`config.mk`:
```
export PLATFORM = sky130hd
export DESIGN_NAME = fwd_ctrl
export DESIGN_NICKNAME = d
export VERILOG_FILES = /design/src/rtl/fwd_pkg.sv /design/src/rtl/fwd_slot_pipe.sv /design/src/rtl/fwd_src_resolve.sv /design/src/rtl/fwd_ctrl.sv
export SDC_FILE = /design/constraint.sdc
export NUM_CORES = 1
export LEC_CHECK = 0
export CAP_MARGIN = 30
export CORE_UTILIZATION = 25
export DETAILED_ROUTE_END_ITERATION = 12
export DONT_BUFFER_PORTS = 1
export GPL_TIMING_DRIVEN = 0
export PLACE_DENSITY = 0.5
export SKIP_LAST_GASP = 1
export SLEW_MARGIN = 25
export SYNTH_ARGS = -nofsm -noshare
export SYNTH_HDL_FRONTEND = slang
export SYNTH_SLANG_ARGS = --single-unit
```
`constraint.sdc`:
```
create_clock -name clk -period 1.95 [get_ports clk]
set_input_delay 0.2925 -clock clk [delete_from_list [all_inputs] [get_ports clk]]
set_output_delay 0.2925 -clock clk [all_outputs]
set_load 0.01 [all_outputs]
```
`src/rtl/fwd_pkg.sv`:
```
package fwd_pkg;
    parameter int REG_AW    = 5;
    parameter int NUM_SLOTS = 3;

    localparam int SLOT_EX  = 0;
    localparam int SLOT_ALU = 1;
    localparam int SLOT_BUS = 2;

    typedef enum logic [1:0] {
        SEL_RF  = 2'b00,
        SEL_ALU = 2'b01,
        SEL_BUS = 2'b10
    } opsel_e;

    typedef enum logic [1:0] {
        MODE_NONE = 2'b00,
        MODE_BUS  = 2'b01,
        MODE_FULL = 2'b10,
        MODE_ALT  = 2'b11
    } fwd_mode_e;

    typedef struct packed {
        logic              live;
        logic              load;
        logic [REG_AW-1:0] dst;
    } slot_t;
endpackage

```
`src/rtl/fwd_slot_pipe.sv`:
```
module fwd_slot_pipe
    import fwd_pkg::*;
#(
    parameter int DEPTH = NUM_SLOTS
) (
    input  logic              clk,
    input  logic              rst_n,
    input  logic              issue,
    input  logic              in_wr,
    input  logic              in_load,
    input  logic [REG_AW-1:0] in_dst,
    output slot_t             slots [DEPTH]
);
    slot_t entry;

    always_comb begin
        entry.live = issue && in_wr && (in_dst != '0);
        entry.load = issue && in_load;
        entry.dst  = in_dst;
    end

    always_ff @(posedge clk) begin
        if (!rst_n) begin
            slots[0] <= '0;
        end else begin
            slots[0] <= entry;
        end
    end

    for (genvar g = 1; g < DEPTH; g++) begin : g_shift
        always_ff @(posedge clk) begin
            if (!rst_n) begin
                slots[g] <= '0;
            end else begin
                slots[g] <= slots[g-1];
            end
        end
    end
endmodule

```
`src/rtl/fwd_src_resolve.sv`:
```
module fwd_src_resolve
    import fwd_pkg::*;
#(
    parameter int DEPTH = NUM_SLOTS
) (
    input  logic [1:0]        mode,
    input  logic              use_src,
    input  logic [REG_AW-1:0] src,
    input  slot_t             slots [DEPTH],
    output opsel_e            sel,
    output logic              hold
);
    logic [DEPTH-1:0] hit;
    logic             alu_ok;
    logic             bus_ok;

    for (genvar g = 0; g < DEPTH; g++) begin : g_cmp
        assign hit[g] = use_src && slots[g].live && (slots[g].dst == src) && (src != '0);
    end

    always_comb begin
        alu_ok = (mode == MODE_FULL) || (mode == MODE_ALT);
        bus_ok = (mode != MODE_NONE);
    end

    always_comb begin
        sel  = SEL_RF;
        hold = 1'b0;
        // oldest first so the youngest matching slot is assigned last
        for (int i = DEPTH - 1; i >= 0; i--) begin
            if (hit[i]) begin
                sel  = SEL_RF;
                hold = 1'b1;
                if (i == SLOT_ALU && alu_ok && !slots[i].load) begin
                    sel  = SEL_ALU;
                    hold = 1'b0;
                end else if (i == SLOT_BUS && bus_ok) begin
                    sel  = SEL_BUS;
                    hold = 1'b0;
                end
            end
        end
    end
endmodule

```
`src/rtl/fwd_ctrl.sv`:
```
module fwd_ctrl
    import fwd_pkg::*;
(
    input  logic              clk,
    input  logic              rst_n,
    input  logic [1:0]        fwd_mode,
    input  logic              of_valid,
    input  logic [REG_AW-1:0] of_src_a,
    input  logic              of_use_a,
    input  logic [REG_AW-1:0] of_src_b,
    input  logic              of_use_b,
    input  logic [REG_AW-1:0] of_dst,
    input  logic              of_wr,
    input  logic              of_load,
    output logic [1:0]        sel_a,
    output logic [1:0]        sel_b,
    output logic              stall
);
    localparam int NSRC = 2;

    slot_t             slots [NUM_SLOTS];
    logic [REG_AW-1:0] src_v [NSRC];
    logic [NSRC-1:0]   use_v;
    logic [NSRC-1:0]   hold_v;
    opsel_e            sel_v [NSRC];
    logic              issue;

    assign src_v[0] = of_src_a;
    assign src_v[1] = of_src_b;
    assign use_v    = {of_use_b, of_use_a};

    always_comb begin
        stall = of_valid && (hold_v != '0);
        issue = of_valid && !stall;
    end

    fwd_slot_pipe #(.DEPTH(NUM_SLOTS)) u_pipe (
        .clk     (clk),
        .rst_n   (rst_n),
        .issue   (issue),
        .in_wr   (of_wr),
        .in_load (of_load),
        .in_dst  (of_dst),
        .slots   (slots)
    );

    for (genvar s = 0; s < NSRC; s++) begin : g_src
        fwd_src_resolve #(.DEPTH(NUM_SLOTS)) u_res (
            .mode    (fwd_mode),
            .use_src (use_v[s]),
            .src     (src_v[s]),
            .slots   (slots),
            .sel     (sel_v[s]),
            .hold    (hold_v[s])
        );
    end

    assign sel_a = sel_v[0];
    assign sel_b = sel_v[1];
endmodule

```
==> results of run 1 <==
==> layer usage <==
metal  vias to the layer above  global-route usage [%]  share of wire, %
li1                        373                       -                 -
met5                         -                       0                 0
met4                         0                   6.117               1.9
met2                        30                   19.13                43
met3                         4                   3.103               7.8
met1                       351                   16.08                47
==> cells by family (layout without fill, tap and decap cells) <==
family          count (synthesis)  count (layout)  synth area share, %
simple gates                   50              50                28.94
xor+xnor                       30              30                25.64
flops                          20              20                39.07
compound gates                  6               6                5.617
buf+inv                         2               6               0.7329
==> layout make-up <==
class                   instances  area [um2]  area share, %
well taps                      48       60.06          4.979
clock buffers                   3       41.29          3.423
plain buffers                   2       7.507         0.6224
flip-flops and latches         20       402.9          33.40
multi-input cells              86       686.9          56.95
repair buffers                  1       7.507         0.6224
==> placed cells by master (no fill, tap or decap), types with 2 or more instances in the layout <==
cell,synthesis,layout
and2_1,18,18
clkbuf_1,2,2
dfxtp_2,0,2
nor2_1,2,2
clkbuf_8,0,3
dfxtp_1,20,18
or3_4,1,2
xnor2_1,22,22
nand4_1,4,4
nor4_2,0,2
xor2_1,8,8
or4_4,1,2
nand2_1,5,5
nand3_1,3,3
nor3_1,8,3
nor3b_2,0,2
nor3_2,0,4
==> how the worst max path moves through the flow <==
stage / start / endpoint / slack (ns)
6_report: u_pipe.slots[2] / stall / -0.29
3_5_place_dp: of_src_b[0] / stall / -0.25
4_1_cts: u_pipe.slots[0] / stall / -0.32
3_3_place_gp: of_src_b[0] / stall / -0.23
5_1_grt: u_pipe.slots[2] / stall / -0.38
2_1_floorplan: of_src_b[0] / stall / -0.07
==> timing repair <==
action | in CTS | in global routing
hold endpoints to repair | 0 | 0
resized for setup | 5 | 6
endpoints found under the setup margin | 3 | 5
pin swaps | 8 | 7
setup buffers | 1 | 0
==> report_power, final <==
group | internal, W | leakage, nW | switching (W) | total (W)
combinational | 0.0000504 | 0.200 | 0.0000381 | 0.0000885
clock | 0.000138 | 0.0216 | 0.000132 | 0.000270
sequential | 0.000424 | 0.165 | 0.0000138 | 0.000438
total | 0.000613 | 0.386 | 0.000184 | 0.000797
==> per-stage QoR <==
stage	area (um2)	worst slack, ns	TNS, ns	utilization [%]	hold slack (ns)
after global placement	1104	-0.2300	-0.3966	29.05	0.4198
after floorplan	1044	-0.06555	-0.1040	-	0.4119
after CTS	1177	-0.3235	-0.7034	30.99	0.1615
after detailed placement	1104	-0.2464	-0.4367	29.05	0.4177
final	1206	-0.2931	-0.6219	31.75	0.1526
after global routing	1206	-0.3793	-0.9364	31.75	0.1490
==> flow_summary.json, run 1 <==
{
  "path_buf_inv": 0,
  "hold_violations": 0,
  "cts_buffers": 3,
  "crit_required_ns": 1.66,
  "grt_max_degree": 11,
  "detail_route.drc_violations": 0,
  "syn_inst": 108,
  "fin_nets": 138,
  "crit_arrival_ns": 1.95,
  "rsz0062_at_grt": "yes",
  "antenna_cells": 0,
  "largest_reg_flops": 20,
  "drv_slew": 0,
  "start_kind": "flop",
  "yosysMostFrequentCell": "xnor2_1",
  "r2r_setup_slack_ns": 0.24,
  "crit_fanout": 3,
  "cts_sinks": 20,
  "maxCapViolations": 0,
  "hp-start": "of_dst[3]",
  "vias_per_cell": 4.738,
  "fp-row-count": 22,
  "end_kind": "output pin",
  "io_pins": 29,
  "clk_pin_slew_ns": 0.07,
  "hold_path_class": "primary input to flop",
  "slew_headroom_pct": 65.20,
  "ys_seq_area_share_pct": 39.07,
  "hold_depth": 1,
  "n_fill_cell": 400,
  "cts_root_buf": "clkbuf_8",
  "grt_pass1_vias": 800,
  "violations": "negative setup slack",
  "ys_seq_elements": 20,
  "clockBufferDepth": 2,
  "routed_wl_mm": 2.449,
  "crit_path_max_incr_delay_ns": 0.40,
  "crit_type": "flop to output pin",
  "die_w_um": 66.02,
  "synthArstFlopShare_pct": 0,
  "reg2reg_from": "u_pipe.slots[2]",
  "clk_latency_ns": 0.26,
  "syn_area_mm2": 0.001025,
  "synthTopCellsByArea": "dfxtp_1 (39%), xnor2_1 (19%), and2_1 (11%), xor2_1 (6.8%), nor3_1 (3.9%)",
  "top_regs": "u_pipe.slots x20",
  "drtAntennaViolNets": 0,
  "cp_num_cells": 6,
  "initial_utilization_pct": 26.98,
  "antenna_found_initial": 0,
  "fin_crit_ns": 2.243,
  "status": "finished with violations",
  "drt_iter0_drc": 12,
  "grt_pass1_wl_mm": 3.919,
  "htreeDepth": 1,
  "setup_viol": 3,
  "fin_crit_sh_pct": 115.0,
  "r2r_cells": 6,
  "vdd_drop_max_v": 0.0002362,
  "p_leak_nw": 0.3864,
  "stdcell_count": 160,
  "yosysTopAreaCellShare_pct": 39.07,
  "dp_cells": 156,
  "post_drt_wl_per_cell_um": 15.31,
  "grt.total_usage_pct": 12.46,
  "ys_top_cells_by_count": "xnor2_1 (22), dfxtp_1 (20), and2_1 (18)",
  "synth_cell_types": 23,
  "synth-edff-count": 0,
  "place.gp.congestion": 0.7487,
  "power.density_mw_per_mm2": 660.4,
  "core_mm2": 0.003799,
  "firstDrtPassIters": 4,
  "port_buffers": 0,
  "cpLargestDelayFamily": "simple AND/OR/NAND/NOR gates",
  "dieHeight_um": 66.02,
  "skew_ns": 0.004734,
  "regMostFlops": "u_pipe.slots",
  "worst_pin_slew_ns": 0.5180,
  "syn-num-nets": 132,
  "vias": 758,
  "cts_tree": "built",
  "area_growth_pct": 17.70,
  "min_to": "u_pipe.slots[17]",
  "total_power_w": 0.0007966,
  "die_area_mm2": 0.004359,
  "grt-ovfl-total": 0,
  "max_freq_mhz": 445.8,
  "avgSynthCellArea_um2": 9.488,
  "critPathSlowestCell": "or3_4",
  "layout-drive-gt1-share_pct": 19.64,
  "ys_warn_count": 0,
  "fin_ws_ns": -0.2931,
  "synth_top_cell_by_area": "dfxtp_1",
  "ctsHoldBuffers": 0,
  "synthFlopType": "dfxtp_1",
  "r2r-end": "u_pipe.slots[19]",
  "crit_chain": "xor2_1 -> nor4_2 -> nand3_1 -> or3_4 -> a21boi_4 -> o21a_1"
}
Power figures use the tool's default switching activity.
==> run 2, diff against run 1 <==
--- a/config.mk
+++ b/config.mk
@@ -5,12 +5,12 @@
 export SDC_FILE = /design/constraint.sdc
 export NUM_CORES = 1
 export LEC_CHECK = 0
+export BUFFER_PORTS_ARGS = -buffer_cell sky130_fd_sc_hd__buf_2
 export CAP_MARGIN = 30
 export CORE_UTILIZATION = 25
 export DETAILED_ROUTE_END_ITERATION = 12
-export DONT_BUFFER_PORTS = 1
 export GPL_TIMING_DRIVEN = 0
-export PLACE_DENSITY = 0.5
+export PLACE_DENSITY = 0.56
 export SKIP_LAST_GASP = 1
 export SLEW_MARGIN = 25
 export SYNTH_ARGS = -nofsm -noshare
==> run 2 against run 1 <==
Net effect: utilization increased by 5.5 points; via count rose by 16%; sequential share of layout area is 4.9 points lower; combinational power up 58%; clock skew is 0.0027 ns lower; final cell count grew 20%; flip-flop and latch count unchanged; largest power group unchanged; critical path depth rose by 2; the run still ends with negative setup slack left; non-clock buffer count increased by 31.
==> flow_summary.json, run 2 (synthesized netlist as in run 1, its figures left out) <==
{
  "layout-drive-gt1-share_pct": 37.50,
  "regMostFlops": "u_pipe.slots",
  "core_mm2": 0.003799,
  "dp_hpwl_mm": 1.943,
  "vdd_drop_max_v": 0.0003186,
  "start_kind": "primary input",
  "htreeDepth": 1,
  "initial_utilization_pct": 26.98,
  "setup_viol": 4,
  "maxCapViolations": 0,
  "hold_violations": 0,
  "drtAntennaViolNets": 0,
  "die_area_mm2": 0.004359,
  "critPathSlowestCell": "or4_4",
  "crit_fanout": 4,
  "vias": 883,
  "grt_pass1_wl_mm": 4.347,
  "grt.total_usage_pct": 13.41,
  "path_buf_inv": 2,
  "crit_path_max_incr_delay_ns": 0.55,
  "fin_ws_ns": -0.3342,
  "stdcell_count": 192,
  "cts_sinks": 20,
  "skew_ns": 0.002072,
  "ctsHoldBuffers": 0,
  "clockBufferDepth": 2,
  "n_fill_cell": 401,
  "final_cell_mix": "buf_2 (24), xnor2_1 (22), and2_1 (18), dfxtp_1 (18), xor2_1 (7)",
  "top_regs": "u_pipe.slots x20",
  "io_pins": 29,
  "grt_max_degree": 12,
  "clk_latency_ns": 0.26,
  "post_drt_wl_per_cell_um": 13.26,
  "crit_arrival_ns": 1.99,
  "end_kind": "output pin",
  "fin_crit_ns": 2.284,
  "cts_root_buf": "clkbuf_8",
  "detail_route.drc_violations": 0,
  "routed_wl_mm": 2.546,
  "grt-ovfl-total": 0,
  "hold_path_class": "primary input to flop",
  "clk_pin_slew_ns": 0.07,
  "crit_chain": "buf_2 -> or4_4 -> o21ai_4 -> nor3_2 -> or3_4 -> a21boi_4 -> o21a_1 -> buf_2",
  "max_freq_mhz": 437.8,
  "dp_slack_ns": -0.4234,
  "largest_reg_flops": 20,
  "cpLargestDelayFamily": "simple AND/OR/NAND/NOR gates",
  "power.density_mw_per_mm2": 628.5,
  "die_w_um": 66.02,
  "fin_nets": 169,
  "p_leak_nw": 0.5492,
  "antenna_cells": 0,
  "cts_buffers": 3,
  "layout_commonest_cell": "buf_2",
  "critPathMostFrequentCell": "buf_2",
  "fp-row-count": 22,
  "dp_cells": 183,
  "crit_type": "primary input to output pin",
  "firstDrtPassIters": 3,
  "rsz0062_at_grt": "yes",
  "cts_tree": "built",
  "drv_slew": 0,
  "status": "finished with violations",
  "violations": "negative setup slack",
  "dieHeight_um": 66.02,
  "worst_pin_slew_ns": 0.4067,
  "place.gp.congestion": 0.8076,
  "vias_per_cell": 4.599,
  "slew_headroom_pct": 72.68,
  "area_growth_pct": 37.97,
  "port_buffers": 27,
  "antenna_found_initial": 0,
  "drt_iter0_drc": 6,
  "crit_required_ns": 1.66,
  "grt_pass1_vias": 946,
  "fin_crit_sh_pct": 117.1
}
[run 2: path summary, 6_finish.rpt]
path / from / depth (start not counted) / endpoint / slack, ns
worst max register to register: u_pipe.slots[2] / 7 / u_pipe.slots[20] / 0.17
worst min register to register: u_pipe.slots[19] / 1 / u_pipe.slots[12] / 0.44
worst min-delay path: of_dst[2] / 2 / u_pipe.slots[16] / 0.24
worst max-delay path: of_src_a[0] / 8 / stall / -0.33
[run 2: routing by layer]
metal	track usage (%)	wire length, um	vias up
li1	-	-	437
met1	14.66	1092	417
met2	23.85	1295	22
met3	2.759	110	7
met4	7.447	48	0
met5	0	0	-
[run 2: metrics by stage]
| stage | hold slack (ns) | instance area (um2) | total power, W | TNS (ns) | utilization [%] |
|---|---|---|---|---|---|
| after floorplan | 0.4119 | 1044 | 0.0005152 | -0.1040 | - |
| after global placement | 0.4221 | 1239 | 0.0005671 | -1.169 | 32.61 |
| after detailed placement | 0.4216 | 1239 | 0.0005713 | -1.208 | 32.61 |
| after CTS | 0.2361 | 1380 | 0.0008948 | -0.9927 | 36.33 |
| after global routing | 0.2455 | 1414 | 0.0009316 | -1.353 | 37.22 |
| final | 0.2408 | 1414 | 0.0008886 | -0.9891 | 37.22 |
[run 2: cell type report]
type	count	area, um2	area share (%)
buffer	2	7.507	0.5310
tap	48	60.06	4.248
clock buffer	4	55.05	3.894
timing repair buffer	32	191.4	13.54
sequential	20	402.9	28.50
multi-input combinational	86	696.9	49.29
[run 2: worst register-to-register path, cell delays in order (launching register included)]
cell and delay [ns]:
dfxtp_2 0.34, xor2_2 0.14, nor4_2 0.33, nand3_1 0.13
or3_4 0.40, a21boi_4 0.16, buf_4 0.13, nor3_1 0.04
[run 2: power breakdown]
part	internal (W)	switching, W	total [W]
Sequential	0.000424	0.0000148	0.000439
Combinational	0.0000724	0.0000673	0.000140
Clock	0.000180	0.000130	0.000310
[run 2: repair_timing]
| item | CTS | global route |
|---|---|---|
| hold endpoints to repair | 0 | 0 |
| gates cloned | 0 | 0 |
| setup buffers | 4 | 2 |
| gates resized for setup | 12 | 8 |
| pin swaps | 7 | 6 |
| endpoints found under the setup margin | 4 | 6 |
==> run 3, diff against run 2 <==
--- a/config.mk
+++ b/config.mk
@@ -7,10 +7,10 @@
 export LEC_CHECK = 0
 export BUFFER_PORTS_ARGS = -buffer_cell sky130_fd_sc_hd__buf_2
 export CAP_MARGIN = 30
-export CORE_UTILIZATION = 25
+export CORE_UTILIZATION = 35
 export DETAILED_ROUTE_END_ITERATION = 12
 export GPL_TIMING_DRIVEN = 0
-export PLACE_DENSITY = 0.56
+export PLACE_DENSITY = 0.67
 export SKIP_LAST_GASP = 1
 export SLEW_MARGIN = 25
 export SYNTH_ARGS = -nofsm -noshare
==> constraint.sdc (replaced) <==
create_clock -name clk -period 2.95 [get_ports clk]
set_input_delay 0.4425 -clock clk [delete_from_list [all_inputs] [get_ports clk]]
set_output_delay 0.4425 -clock clk [all_outputs]
set_load 0.01 [all_outputs]
==> run 3 against run 2 <==
Net effect: the run now ends clean; utilization grew 7.6 points; hold slack gained 0.11 ns; setup slack gained 0.54 ns; die area shrank 28%; combinational power shrank 43%; sequential power shrank 34%; clock skew grew 0.0096 ns; largest cell class unchanged; highest routed layer unchanged.
==> flow_summary.json, run 3 (synthesized netlist as in run 1, its figures left out) <==
{
  "status": "finished, final reports clean",
  "core_mm2": 0.002758,
  "cts_sinks": 20,
  "hp-start": "of_dst[4]",
  "grt_pass1_vias": 871,
  "top_regs": "u_pipe.slots x20",
  "r2r_cells": 6,
  "hold_depth": 2,
  "reg2reg_from": "u_pipe.slots[2]",
  "skew_ns": 0.01163,
  "grt.total_usage_pct": 15.24,
  "r2r_setup_slack_ns": 1.23,
  "grt_max_degree": 12,
  "fin_crit_ns": 2.741,
  "power.density_mw_per_mm2": 424.9,
  "area_growth_pct": 20.51,
  "htreeDepth": 1,
  "worst_pin_slew_ns": 0.3817,
  "largest_reg_flops": 20,
  "die_area_mm2": 0.003148,
  "antenna_found_initial": 0,
  "slew_headroom_pct": 74.36,
  "multi_input_area_um2": 616.8,
  "setup_viol": 0,
  "vias": 847,
  "layout-drive-gt1-share_pct": 25.90,
  "port_buffers": 27,
  "dieHeight_um": 56.11,
  "timing.hold.ws_ns": 0.3481,
  "layout_commonest_cell": "buf_2",
  "final_cell_mix": "buf_2 (27), xnor2_1 (22), dfxtp_1 (20)",
  "vias_per_cell": 4.982,
  "fin_crit_sh_pct": 92.92,
  "crit_required_ns": 2.51,
  "cts_tree": "built",
  "max_freq_mhz": 364.8,
  "routed_wl_mm": 2.214,
  "die_w_um": 56.11,
  "fp-row-count": 19,
  "dp_slack_ns": 0.2162,
  "maxCapViolations": 0,
  "grt_pass1_wl_mm": 3.677,
  "crit_chain": "buf_2 -> or4_1 -> o21ai_2 -> nor3_1 -> or3_1 -> a21boi_2 -> o21a_1 -> buf_2",
  "crit_type": "primary input to output pin",
  "cts_root_buf": "clkbuf_4",
  "r2r-end": "u_pipe.slots[19]",
  "clk_latency_ns": 0.30,
  "post_drt_wl_per_cell_um": 13.02,
  "detail_route.drc_violations": 0,
  "tns_ns": 0,
  "n_fill_cell": 269,
  "io_pins": 29,
  "drtAntennaViolNets": 0,
  "rsz0062_at_grt": "no",
  "end_kind": "output pin",
  "p_leak_nw": 0.4828,
  "firstDrtPassIters": 4,
  "grt-ovfl-total": 0,
  "critPathSlowestCell": "or4_1",
  "clk_pin_slew_ns": 0.11,
  "drt_iter0_drc": 9,
  "p_clk_share_pct": 29.7,
  "ctsHoldBuffers": 0,
  "p_comb_share_pct": 15.2,
  "critPathMostFrequentCell": "buf_2",
  "vdd_drop_max_v": 0.0003181,
  "drv_slew": 0,
  "pwr-share-seq_pct": 55.2,
  "fin_ws_ns": 0.2088,
  "crit_fanout": 4,
  "min_to": "u_pipe.slots[18]",
  "p_int_w": 0.0003969,
  "place.gp.congestion": 0.9000,
  "regMostFlops": "u_pipe.slots",
  "initial_utilization_pct": 37.16,
  "crit_arrival_ns": 2.30,
  "antenna_cells": 0,
  "cts-resized-gates": 0,
  "p_sw_w": 0.0001278,
  "clockBufferDepth": 2,
  "finalCoreUtilization_pct": 44.78,
  "regArea_um2": 400.4,
  "total_power_w": 0.0005248,
  "fin_nets": 164,
  "hold_path_class": "primary input to flop",
  "cts_buffers": 3,
  "start_kind": "primary input",
  "switching_share_pct": 24.36,
  "hold_violations": 0,
  "crit_path_max_incr_delay_ns": 0.54,
  "postCtsSetupRepairBufs": 0
}
==> run 3: metrics by stage <==
step	area, um2	std cells
2_1_floorplan	1025	108
5_1_grt	1235	170
3_3_place_gp	1199	166
4_1_cts	1235	170
6_report	1235	170
3_5_place_dp	1199	166
==> run 3: power groups by stage <==
stage	Combinational [W]	Clock [W]	Sequential, W
after detailed placement	0.0000798	0	0.000296
after global placement	0.0000774	0	0.000295
after global routing	0.0000876	0.000176	0.000291
final	0.0000796	0.000156	0.000290
after floorplan	0.0000458	0	0.000294
after CTS	0.0000803	0.000159	0.000290
==> run 3: per-layer routing <==
| metal | vias up | routed length, um | GRT usage, % |
|---|---|---|---|
| met5 | - | 0 | 0 |
| met4 | 0 | 44 | 5.226 |
| met3 | 7 | 134 | 3.256 |
| met2 | 29 | 1105 | 28.23 |
| met1 | 385 | 931 | 17.03 |
| li1 | 426 | - | - |
==> run 3: how the worst max path moves through the flow <==
stage                     start    end  slack [ns]
floorplan           of_src_a[0]  stall        0.59
global placement    of_src_b[0]  stall        0.23
detailed placement  of_src_b[0]  stall        0.22
CTS                 of_src_b[0]  stall        0.21
global route        of_src_b[0]  stall        0.16
finish              of_src_b[0]  stall        0.21
==> run 3: area by class of cell <==
type	count	area share, %
Tap cell	31	3.141
Sequential cell	20	32.42
Multi-Input combinational cell	86	49.95
Clock buffer	4	2.938
Timing Repair Buffer	27	10.94
Buffer	2	0.6079
==> run 3: worst max-delay path, delay by kind of cell <==
family | cells | cell delay [ns]
AOI/OAI and AO/OA | 3 | 0.55
and+or+nand+nor | 3 | 1.04
buffers and inverters | 2 | 0.26
